## src/rtl/pws_pkg.sv

```systemverilog
package pws_pkg;
  typedef enum logic [2:0] {PH_IDLE, PH_RAMP, PH_HOLD, PH_FALL, PH_ZERO} phase_e;

  localparam int FALL_MIN_US = 10;
  localparam int FALL_MAX_US = 1000;
  localparam int ZERO_MIN_US = 200;

  function automatic int ceil_div(input int a, input int b);
    return (a + b - 1) / b;
  endfunction

  function automatic int fall_ticks(input int req, input int tick_us);
    int lo;
    int hi;
    lo = ceil_div(FALL_MIN_US, tick_us);
    if (lo < 1) lo = 1;
    hi = FALL_MAX_US / tick_us;
    if (hi < lo) hi = lo;
    if (req < lo) return lo;
    if (req > hi) return hi;
    return req;
  endfunction

  function automatic int zero_ticks(input int req, input int tick_us);
    int lo;
    lo = ceil_div(ZERO_MIN_US, tick_us);
    if (lo < 1) lo = 1;
    return (req < lo) ? lo : req;
  endfunction

  function automatic int max4(input int a, input int b, input int c, input int d);
    int m;
    m = a;
    if (b > m) m = b;
    if (c > m) m = c;
    if (d > m) m = d;
    return m;
  endfunction
endpackage

```

## src/rtl/pws_tick.sv

```systemverilog
module pws_tick #(
  parameter int DIV = 6250
) (
  input  logic clk_i,
  input  logic rst_ni,
  input  logic en_i,
  output logic tick_o
);
  localparam int PW = (DIV > 1) ? $clog2(DIV) : 1;
  localparam logic [PW-1:0] LAST = PW'(DIV - 1);

  logic [PW-1:0] pre_q;

  assign tick_o = en_i && (pre_q == LAST);

  always_ff @(posedge clk_i or negedge rst_ni) begin
    if (!rst_ni)                pre_q <= '0;
    else if (!en_i || tick_o)   pre_q <= '0;
    else                        pre_q <= pre_q + 1'b1;
  end

  generate
    if (DIV > 1) begin : g_gap_chk
      a_r11_tick_gap: assert property (@(posedge clk_i) disable iff (!rst_ni)
        tick_o |=> !tick_o);
    end
  endgenerate
endmodule

```

## src/rtl/pws_ctrl.sv

```systemverilog
module pws_ctrl
  import pws_pkg::*;
#(
  parameter int RAMP_STEPS = 50,
  parameter int STEP_TICKS = 3,
  parameter int HOLD_TICKS = 20,
  parameter int FALL_N     = 4,
  parameter int ZERO_N     = 5
) (
  input  logic   clk_i,
  input  logic   rst_ni,
  input  logic   start_i,
  input  logic   verify_i,
  input  logic   tick_i,
  output phase_e phase_o,
  output logic   busy_o,
  output logic   done_o,
  output logic   err_o,
  output logic   ev_start_o,
  output logic   ev_step_o,
  output logic   ev_mid_o,
  output logic   ev_fall_o,
  output logic   ev_zero_o
);
  localparam int TMAX = max4(STEP_TICKS, HOLD_TICKS, FALL_N, ZERO_N);
  localparam int CW   = $clog2(TMAX + 1);
  localparam int SW   = $clog2(RAMP_STEPS + 1);
  localparam logic [CW-1:0] STEP_L = CW'(STEP_TICKS - 1);
  localparam logic [CW-1:0] HOLD_L = CW'(HOLD_TICKS - 1);
  localparam logic [CW-1:0] FALL_L = CW'(FALL_N - 1);
  localparam logic [CW-1:0] ZERO_L = CW'(ZERO_N - 1);
  localparam logic [SW-1:0] RAMP_L = SW'(RAMP_STEPS - 1);

  phase_e        ph_q, ph_d;
  logic [CW-1:0] tcnt_q, tcnt_d;
  logic [SW-1:0] scnt_q, scnt_d;
  logic          done_q, err_q, err_d;
  logic          ev_abort, ev_finish;

  always_comb begin
    ph_d       = ph_q;
    tcnt_d     = tcnt_q;
    scnt_d     = scnt_q;
    err_d      = err_q;
    ev_start_o = 1'b0;
    ev_step_o  = 1'b0;
    ev_fall_o  = 1'b0;
    ev_zero_o  = 1'b0;
    ev_abort   = 1'b0;
    ev_finish  = 1'b0;
    unique case (ph_q)
      PH_IDLE: if (start_i) begin
        ph_d       = PH_RAMP;
        tcnt_d     = '0;
        scnt_d     = '0;
        err_d      = 1'b0;
        ev_start_o = 1'b1;
      end
      PH_RAMP: if (tick_i) begin
        if (tcnt_q == STEP_L) begin
          tcnt_d = '0;
          if (scnt_q == RAMP_L) begin
            // verify is judged only on the last climb edge
            if (verify_i) ph_d = PH_HOLD;
            else begin
              ph_d     = PH_IDLE;
              err_d    = 1'b1;
              ev_abort = 1'b1;
            end
          end else begin
            scnt_d    = scnt_q + 1'b1;
            ev_step_o = 1'b1;
          end
        end else tcnt_d = tcnt_q + 1'b1;
      end
      PH_HOLD: if (tick_i) begin
        if (tcnt_q == HOLD_L) begin
          ph_d      = PH_FALL;
          tcnt_d    = '0;
          ev_fall_o = 1'b1;
        end else tcnt_d = tcnt_q + 1'b1;
      end
      PH_FALL: if (tick_i) begin
        if (tcnt_q == FALL_L) begin
          ph_d      = PH_ZERO;
          tcnt_d    = '0;
          ev_zero_o = 1'b1;
        end else begin
          tcnt_d    = tcnt_q + 1'b1;
          ev_fall_o = 1'b1;
        end
      end
      PH_ZERO: if (tick_i) begin
        if (tcnt_q == ZERO_L) begin
          ph_d      = PH_IDLE;
          tcnt_d    = '0;
          ev_finish = 1'b1;
        end else tcnt_d = tcnt_q + 1'b1;
      end
      default: ph_d = PH_IDLE;
    endcase
  end

  assign ev_mid_o = ev_abort | ev_finish;

  always_ff @(posedge clk_i or negedge rst_ni) begin
    if (!rst_ni) begin
      ph_q   <= PH_IDLE;
      tcnt_q <= '0;
      scnt_q <= '0;
      err_q  <= 1'b0;
      done_q <= 1'b0;
    end else begin
      ph_q   <= ph_d;
      tcnt_q <= tcnt_d;
      scnt_q <= scnt_d;
      err_q  <= err_d;
      done_q <= ev_mid_o;
    end
  end

  assign phase_o = ph_q;
  assign busy_o  = (ph_q != PH_IDLE);
  assign done_o  = done_q;
  assign err_o   = err_q;

  a_r8_err_with_done: assert property (@(posedge clk_i) disable iff (!rst_ni)
    $rose(err_o) |-> done_o && !busy_o);
  a_r10_err_sticky: assert property (@(posedge clk_i) disable iff (!rst_ni)
    (err_o && !(ph_q == PH_IDLE && start_i)) |=> err_o);
endmodule

```

## src/rtl/pws_code.sv

```systemverilog
module pws_code
  import pws_pkg::*;
#(
  parameter int DAC_W      = 8,
  parameter int MID_CODE   = 128,
  parameter int STEP_CODE  = 2,
  parameter int RAMP_STEPS = 50,
  parameter int FALL_N     = 4
) (
  input  logic             clk_i,
  input  logic             rst_ni,
  input  logic             ev_start_i,
  input  logic             ev_step_i,
  input  logic             ev_mid_i,
  input  logic             ev_fall_i,
  input  logic             ev_zero_i,
  output logic [DAC_W-1:0] code_o
);
  localparam int TOP = MID_CODE + RAMP_STEPS * STEP_CODE;
  localparam logic [DAC_W-1:0] MID_C  = DAC_W'(MID_CODE);
  localparam logic [DAC_W-1:0] STEP_C = DAC_W'(STEP_CODE);
  // staircase decrement sized so the last fall tick lands on zero
  localparam logic [DAC_W-1:0] DEC_C  = DAC_W'(ceil_div(TOP, FALL_N + 1));

  logic [DAC_W-1:0] code_q, code_d;

  always_comb begin
    code_d = code_q;
    if (ev_mid_i)                    code_d = MID_C;
    else if (ev_start_i)             code_d = MID_C + STEP_C;
    else if (ev_step_i)              code_d = code_q + STEP_C;
    else if (ev_zero_i)              code_d = '0;
    else if (ev_fall_i)              code_d = (code_q > DEC_C) ? code_q - DEC_C : '0;
  end

  always_ff @(posedge clk_i or negedge rst_ni) begin
    if (!rst_ni) code_q <= MID_C;
    else         code_q <= code_d;
  end

  assign code_o = code_q;
endmodule

```

## src/rtl/prog_wave_seq.sv

```systemverilog
module prog_wave_seq
  import pws_pkg::*;
#(
  parameter int DAC_W      = 8,
  parameter int MID_CODE   = 128,
  parameter int STEP_CODE  = 2,
  parameter int RAMP_STEPS = 50,
  parameter int STEP_TICKS = 3,
  parameter int HOLD_TICKS = 20,
  parameter int FALL_STEPS = 4,
  parameter int ZERO_TICKS = 5,
  parameter int TICK_US    = 50,
  parameter int TICK_DIV   = 6250
) (
  input  logic             clk_i,
  input  logic             rst_ni,
  input  logic             start_i,
  input  logic             verify_i,
  output logic [DAC_W-1:0] code_o,
  output logic             busy_o,
  output logic             done_o,
  output logic             err_o
);
  localparam int FALL_N = fall_ticks(FALL_STEPS, TICK_US);
  localparam int ZERO_N = zero_ticks(ZERO_TICKS, TICK_US);
  localparam logic [DAC_W-1:0] MID_C  = DAC_W'(MID_CODE);
  localparam logic [DAC_W-1:0] STEP_C = DAC_W'(STEP_CODE);
  localparam logic [DAC_W-1:0] TOP_C  = DAC_W'(MID_CODE + RAMP_STEPS * STEP_CODE);

  phase_e phase;
  logic   tick;
  logic   ev_start, ev_step, ev_mid, ev_fall, ev_zero;

  pws_tick #(.DIV(TICK_DIV)) u_tick (
    .clk_i (clk_i),
    .rst_ni(rst_ni),
    .en_i  (busy_o),
    .tick_o(tick)
  );

  pws_ctrl #(
    .RAMP_STEPS(RAMP_STEPS),
    .STEP_TICKS(STEP_TICKS),
    .HOLD_TICKS(HOLD_TICKS),
    .FALL_N    (FALL_N),
    .ZERO_N    (ZERO_N)
  ) u_ctrl (
    .clk_i     (clk_i),
    .rst_ni    (rst_ni),
    .start_i   (start_i),
    .verify_i  (verify_i),
    .tick_i    (tick),
    .phase_o   (phase),
    .busy_o    (busy_o),
    .done_o    (done_o),
    .err_o     (err_o),
    .ev_start_o(ev_start),
    .ev_step_o (ev_step),
    .ev_mid_o  (ev_mid),
    .ev_fall_o (ev_fall),
    .ev_zero_o (ev_zero)
  );

  pws_code #(
    .DAC_W     (DAC_W),
    .MID_CODE  (MID_CODE),
    .STEP_CODE (STEP_CODE),
    .RAMP_STEPS(RAMP_STEPS),
    .FALL_N    (FALL_N)
  ) u_code (
    .clk_i     (clk_i),
    .rst_ni    (rst_ni),
    .ev_start_i(ev_start),
    .ev_step_i (ev_step),
    .ev_mid_i  (ev_mid),
    .ev_fall_i (ev_fall),
    .ev_zero_i (ev_zero),
    .code_o    (code_o)
  );

  a_r1_idle_mid: assert property (@(posedge clk_i) disable iff (!rst_ni)
    (phase == PH_IDLE) |-> (code_o == MID_C));
  a_r3_ramp_rise: assert property (@(posedge clk_i) disable iff (!rst_ni)
    (phase == PH_RAMP) |=> (phase != PH_RAMP || code_o == $past(code_o)
                            || code_o == $past(code_o) + STEP_C));
  a_r4_hold_top: assert property (@(posedge clk_i) disable iff (!rst_ni)
    (phase == PH_HOLD) |-> (code_o == TOP_C));
  a_r5_fall_down: assert property (@(posedge clk_i) disable iff (!rst_ni)
    (phase == PH_FALL) |=> (code_o <= $past(code_o)));
  a_r6_zero_level: assert property (@(posedge clk_i) disable iff (!rst_ni)
    (phase == PH_ZERO) |-> (code_o == '0));
  a_r7_done_single: assert property (@(posedge clk_i) disable iff (!rst_ni)
    done_o |=> !done_o);
  a_r7_done_mid: assert property (@(posedge clk_i) disable iff (!rst_ni)
    done_o |-> (!busy_o && code_o == MID_C));
endmodule

```

## config.mk

```make
export PLATFORM = sky130hd
export DESIGN_NAME = prog_wave_seq
export DESIGN_NICKNAME = d
export VERILOG_FILES = /design/src/rtl/pws_pkg.sv /design/src/rtl/pws_tick.sv /design/src/rtl/pws_ctrl.sv /design/src/rtl/pws_code.sv /design/src/rtl/prog_wave_seq.sv
export SDC_FILE = /design/constraint.sdc
export NUM_CORES = 1
export LEC_CHECK = 0
export BUFFER_PORTS_ARGS = -buffer_cell sky130_fd_sc_hd__buf_4
export CAP_MARGIN = 10
export CORE_UTILIZATION = 56
export CTS_BUF_LIST = sky130_fd_sc_hd__clkbuf_2
export CTS_CLUSTER_SIZE = 12
export DETAILED_ROUTE_END_ITERATION = 10
export GPL_ROUTABILITY_DRIVEN = 0
export PLACE_DENSITY = 0.77
export SYNTH_ARGS = -nofsm -noshare
export SYNTH_HDL_FRONTEND = slang
export SYNTH_SLANG_ARGS = --single-unit
```

## constraint.sdc

```tcl
create_clock -name clk_i -period 1.98 [get_ports clk_i]
set_input_delay 0.099 -clock clk_i [delete_from_list [all_inputs] [get_ports clk_i]]
set_output_delay 0.099 -clock clk_i [all_outputs]
set_load 0.01 [all_outputs]
```

==> After elaboration in Yosys (flattened, before gate mapping) <==
Index checks and enable logic that the tools add are counted.
Widths: inputs -> output; s select.
{ "totals": {"elab_cells": 110, "output_inout_bits": 11, "register_bits": 37} }
{ "classes": {"bitwise": 1, "muxes": 62, "addsub": 5, "eq_ne": 22, "n_reduce_logical": 12, "magnitude_cmp": 1} }
{ "ops": {"columns": ["cell", "count"], "rows": [
  ["$mux 8", 6],
  ["$mux 5", 9],
  ["$mux 3", 10],
  ["$mux 1", 26],
  ["$pmux 5 s5", 1],
  ["$mux 6", 4],
  ["$pmux 3 s5", 1],
  ["$ne 2x2->1 const B", 7],
  ["$add 13x1->13 const B", 1],
  ["$eq 13x13->1 const B", 1],
  ["$mux 13", 1],
  ["$pmux 6 s2", 1],
  ["$reduce_and 6->1", 2],
  ["$eq 5x2->1 const B", 2],
  ["$ne 2x1->1 const B", 5],
  ["$reduce_and 10->1", 1],
  ["$reduce_bool 5->1", 2],
  ["$add 8x2->8 const B", 1],
  ["$gt 8x6->1 const B", 1],
  ["$sub 8x6->8 const B", 1],
  ["$add 6x1->6 const B", 1],
  ["$eq 3x2->1 const B", 2],
  ["$eq 6x6->1 const B", 1],
  ["$add 5x1->5 const B", 1],
  ["other kinds (14)", 15]
]} }

==> Logic depth before layout (Yosys ltp) <==
{ "logic_depth": {"ltp_word": 9, "mapped_depth": 9, "mapped_depth_nobuf": 8} }

==> Modules after synthesis <==
From an unflattened synthesis, not the netlist that was laid out.
{ "hier_totals": {"hier_cells": 244, "area_unflattened_um2": 2249.7} }
{ "by_module_without_submodules": {"columns": ["module", "instances", "seq_area_each_um2", "area_per_inst_um2", "cells_per_inst"], "rows": [
  ["pws_ctrl", 1, 400.4, 1089.8, 124],
  ["pws_tick", 1, 325.3, 660.6, 63],
  ["pws_code", 1, 176.4, 499.2, 57]
]} }

==> Worst setup path before layout <==
Ideal clock, no wire load.
{ "synth_path": {"path_kind": "flip-flop to flip-flop", "start": "register u_ctrl.tcnt_q[0]", "end": "register u_code.code_q[6] (netlist: u_code.code_o[6])", "setup_time_ns": 0.082, "t_arrival_ns": 1.998, "required_time_ns": 1.898, "path_stages_with_launch": 9, "slack_ns": -0.100, "path_cell_list": "dfrtp_1 -> inv_1 -> ha_1 -> nor4b_2 -> o211ai_1 -> nor2_2 -> mux2_1 -> nand2b_1 -> a31oi_1"} }
{ "synth_between": {"elab_chain_cells": 8, "word_cells_on_any_way": 27} }
{ "synth_lines": {"columns": ["item", "line", "rtl"], "rows": [
  ["start: declaration", "pws_ctrl.sv:35", "logic [CW-1:0] tcnt_q, tcnt_d;"],
  ["start signal: assignment", "pws_ctrl.sv:115", "tcnt_q <= tcnt_d;"],
  ["$eq 5x2->1", "pws_ctrl.sv:84", "if (tcnt_q == FALL_L) begin"],
  ["$mux 1", "pws_ctrl.sv:84", null],
  ["$mux 1", "pws_ctrl.sv:83", "PH_FALL: if (tick_i) begin"],
  ["$mux 1", "pws_ctrl.sv:51", "unique case (ph_q)"],
  ["$mux 8", "pws_code.sv:32", "else if (ev_zero_i) code_d = '0;"],
  ["$mux 8", "pws_code.sv:31", "else if (ev_step_i) code_d = code_q + STEP_C;"],
  ["$mux 8", "pws_code.sv:30", "else if (ev_start_i) code_d = MID_C + STEP_C;"],
  ["$mux 8", "pws_code.sv:29", "if (ev_mid_i) code_d = MID_C;"],
  ["end signal: assignment", "pws_code.sv:38", "else code_q <= code_d;"],
  ["end: declaration", "pws_code.sv:25", "logic [DAC_W-1:0] code_q, code_d;"]
]} }
Several ways; a longest one is shown, not always the timed one.
A chain may end at the register's enable or synchronous reset.

==> Worst setup path in the final report <==
{ "layout_path": {"start": "register u_ctrl.tcnt_q[1]", "end": "register u_code.code_q[6] (netlist: u_code.code_o[6])"} }
The elaborated chain is that of the path after synthesis.

==> impl_metrics.tcl <==
set metrics [dict create \
    status "complete, but fails checks" \
    failed_checks "setup timing" \
    synth_area_per_cell_um2 9.33 \
    fmax_mhz 481 \
    dp_slack_ns -0.0678 \
    drive_gt1_share_pct 26.3 \
    routedWlPerCell_um 14.1 \
    p_int_w 0.000838 \
    vias 1818 \
    cts_made_buffers 5 \
    dieHeight_um 64.3 \
    wirelength_mm 4.56 \
    clk_latency_ns 0.38 \
    antenna_cells 0 \
    cts.htree.levels 2 \
    core_um2 3690 \
    final_hold_viol_count 0 \
    grt_max_degree 37 \
    grt_pass1_wl_mm 7.65 \
    skew_ns 0.00676 \
    final_common_cell "buf_4" \
    worst-setup-path-type "flop to flop" \
    row_count 22 \
    tritoncts "done" \
    wl_met2_mm 2.07 \
    grt_pass1_vias 1674 \
    fin_crit_ns 2.08 \
    power_leakage_nw 1.17 \
    synth-seq-cells 36 \
    synth-edff-count 0 \
    clkTransAtPathRegs_ns 0.18 \
    cts.sinks 36 \
    startpoint_type "flop" \
    async_flop_share_pct 100 \
    reg2reg_setup_slack_ns -0.1 \
    multi_input_area_um2 1280 \
    setup.worst_path.start "u_ctrl.tcnt_q[1]$_DFFE_PN0P_" \
    die_x_um 64.3 \
    syn-cell-area_um2 2170 \
    required_ns 2.29 \
    worstPathArrival_ns 2.39 \
    antenna_found_initial 0 \
    max_stage_delay_ns 0.42 \
    pwr-share-seq_pct 67.4 \
    endpoint_kind "flop" \
    p_total_w 0.00109 \
    clockBufferDepth 2 \
    syn-instance-count 233 \
    dieArea_um2 4130 \
    gr-total-overflow 0 \
    viasPerCell 5.65 \
    rr_startpoint "u_ctrl.tcnt_q[1]$_DFFE_PN0P_" \
    ios 15 \
    vdd_drop_max_mv 0.352 \
    clkPwrFrac_pct 30.3 \
    synthFlopType "dfrtp_1" \
    synth-warning-count 0 \
    cts-root-buf "clkbuf_2" \
    finalCritPeriodShare_pct 105 \
    detail-route-antenna-nets 0 \
    crit_fanout 4 \
    yosysTopAreaCell "dfrtp_1" \
    hold_path_class "input port to flop" \
    critPathCapture "u_code.code_o[6]$_DFFE_PN0P_" \
    cp_cell_sequence "buf_4, buf_6, ha_4, nor4b_4, o211ai_1, nor2_2, mux2_4, nand2b_1, a31oi_1" \
    portBuffers 13 \
    dp_hpwl_mm 3.25 \
    power_switching_w 0.000254 \
    highest_layer "met4" \
    ys_seq_area_share_pct 41.5 \
    ff2ff_path_depth 9 \
    setup_violations 6 \
    firstDrtPassIters 5 \
    r2r_end "u_code.code_o[6]$_DFFE_PN0P_" \
    p_sw_share_pct 23.3 \
    fillers 293 \
    powerDensity_nw_per_um2 414 \
    nNetsFinal 285 \
    synthTopCellsByArea "dfrtp_1, xor2_1, ha_1" \
    yosysTopAreaCellShare_pct 40.3 \
    initial_core_util_pct 58.9 \
    wl_met3_um 189 \
    final_cell_mix "buf_4, dfrtp_1, nor2_1" \
    track_usage_pct 24.3 \
    cp_slowest_cell "dfrtp_1" \
    yosysUniqueCellTypes 51 \
    synth_nets 245 \
    drv_cap 0 \
    seq_area_um2 902 \
    fin_ws_ns -0.0970 \
    wl_met1_mm 2.25 \
    syn_to_final_growth_pct 21.5 \
    combPwrFrac_pct 2.4 \
    maxSlewViolCount 0 \
    drtIter0Drc 197 \
    rsz0062_at_grt "true" \
    drc 0 \
]
[power by group through the flow]
stage | Clock (W) | Sequential, W | Combinational [W]
floorplan | 0 | 0.000749 | 0.00000433
global placement | 0 | 0.000749 | 0.0000236
detailed placement | 0 | 0.000749 | 0.0000236
CTS | 0.000341 | 0.000736 | 0.0000252
global route | 0.000367 | 0.000736 | 0.0000298
finish | 0.000331 | 0.000736 | 0.0000258
[per-layer routing]
layer / vias up / global-route usage [%]
li1: 914 / -
met1: 855 / 33.8
met4: 0 / 6.67
met5: - / 0
met3: 5 / 5.89
met2: 44 / 37.8
[cell type report]
class,count,share of cell area [%]
flip-flops and latches,36,34.2
multi-input cells,178,48.4
repair buffers,41,12.1
inverters,11,1.56
clock inverters,1,0.142
well taps,48,2.27
clock buffers,7,1.33
[per-stage QoR]
stage	cell area, µm²	setup TNS, ns	std cells	util [%]	hold WS, ns
floorplan	2190	-0.0171	233	-	-0.197
CTS	2560	-0.0716	320	69.5	0.00376
detailed placement	2470	-0.142	308	66.9	0.0819
global route	2640	-1.02	322	71.6	0.137
finish	2640	-0.245	322	71.6	0.127
global placement	2470	0	308	66.9	0.0789
[sequential cells by signal, summed over array words and instances, names as in the netlist]
signal / cells
u_ctrl.scnt_q: 6
u_ctrl.phase_o: 3
u_ctrl.tcnt_q: 5
u_tick.pre_q: 13
u_code.code_o: 7
u_ctrl.done_o: 1
u_ctrl.err_o: 1
[worst max-delay path, delay by kind of cell (launching register included)]
kind,cells,cell delay (ns)
AO/OA/AOI/OAI,2,0.35
adder cells (fa/ha/maj),1,0.12
buffers and inverters,2,0.22
flip-flops,1,0.42
multiplexers,1,0.32
AND/OR/NAND/NOR,3,0.60
[cell families after synthesis]
| group | synth area share [%] |
|---|---|
| compound gates | 15.0 |
| xor+xnor | 6.85 |
| fa+ha+maj | 4.61 |
| buf+inv | 3.86 |
| flops | 41.5 |
| mux | 3.80 |
| other cells | 0.173 |
| simple gates | 24.2 |
[timing repair]
action	4_1_cts	5_1_grt
endpoints found under the hold margin	36	1
setup endpoints to repair	4	14
hold buffers	1	1
buffers inserted	3	1
pin swaps	6	7
gates resized for setup	6	16
[worst min-delay path by stage]
stage	startpoint	endpoint	slack [ns]	cells past startpoint
CTS	verify_i	u_ctrl.phase_o[1]$_DFFE_PN0P_	0.004	3
floorplan	rst_ni	u_code.code_o[1]$_DFFE_PN0P_	-0.20	0
finish	start_i	u_code.code_o[7]$_DFFE_PN1P_	0.13	4
detailed placement	rst_ni	u_ctrl.tcnt_q[3]$_DFFE_PN0P_	0.08	1
global route	start_i	u_code.code_o[7]$_DFFE_PN1P_	0.14	4
global placement	rst_ni	u_ctrl.tcnt_q[2]$_DFFE_PN0P_	0.08	1
[cell usage after synthesis, types with 2 or more instances]
master and number:
dfrtp_1 35, nor2_1 23, nand2_1 18, xor2_1 13, nand3_1 12, a21oi_1 11, and3_1 10, inv_1 9
o21ai_1 9, ha_1 8, mux2i_1 6, nand2b_1 6, o21ai_0 6, nand4_1 5, buf_2 4, nor3_1 4
o22ai_1 4, xnor2_1 4, a31oi_1 3, o31ai_1 3, a211oi_1 2, a32o_1 2, and2_1 2, buf_4 2
clkbuf_1 2, nand4bb_1 2, nor4bb_1 2, o211a_1 2, o2bb2ai_1 2
(Power assumes the default switching activity.)
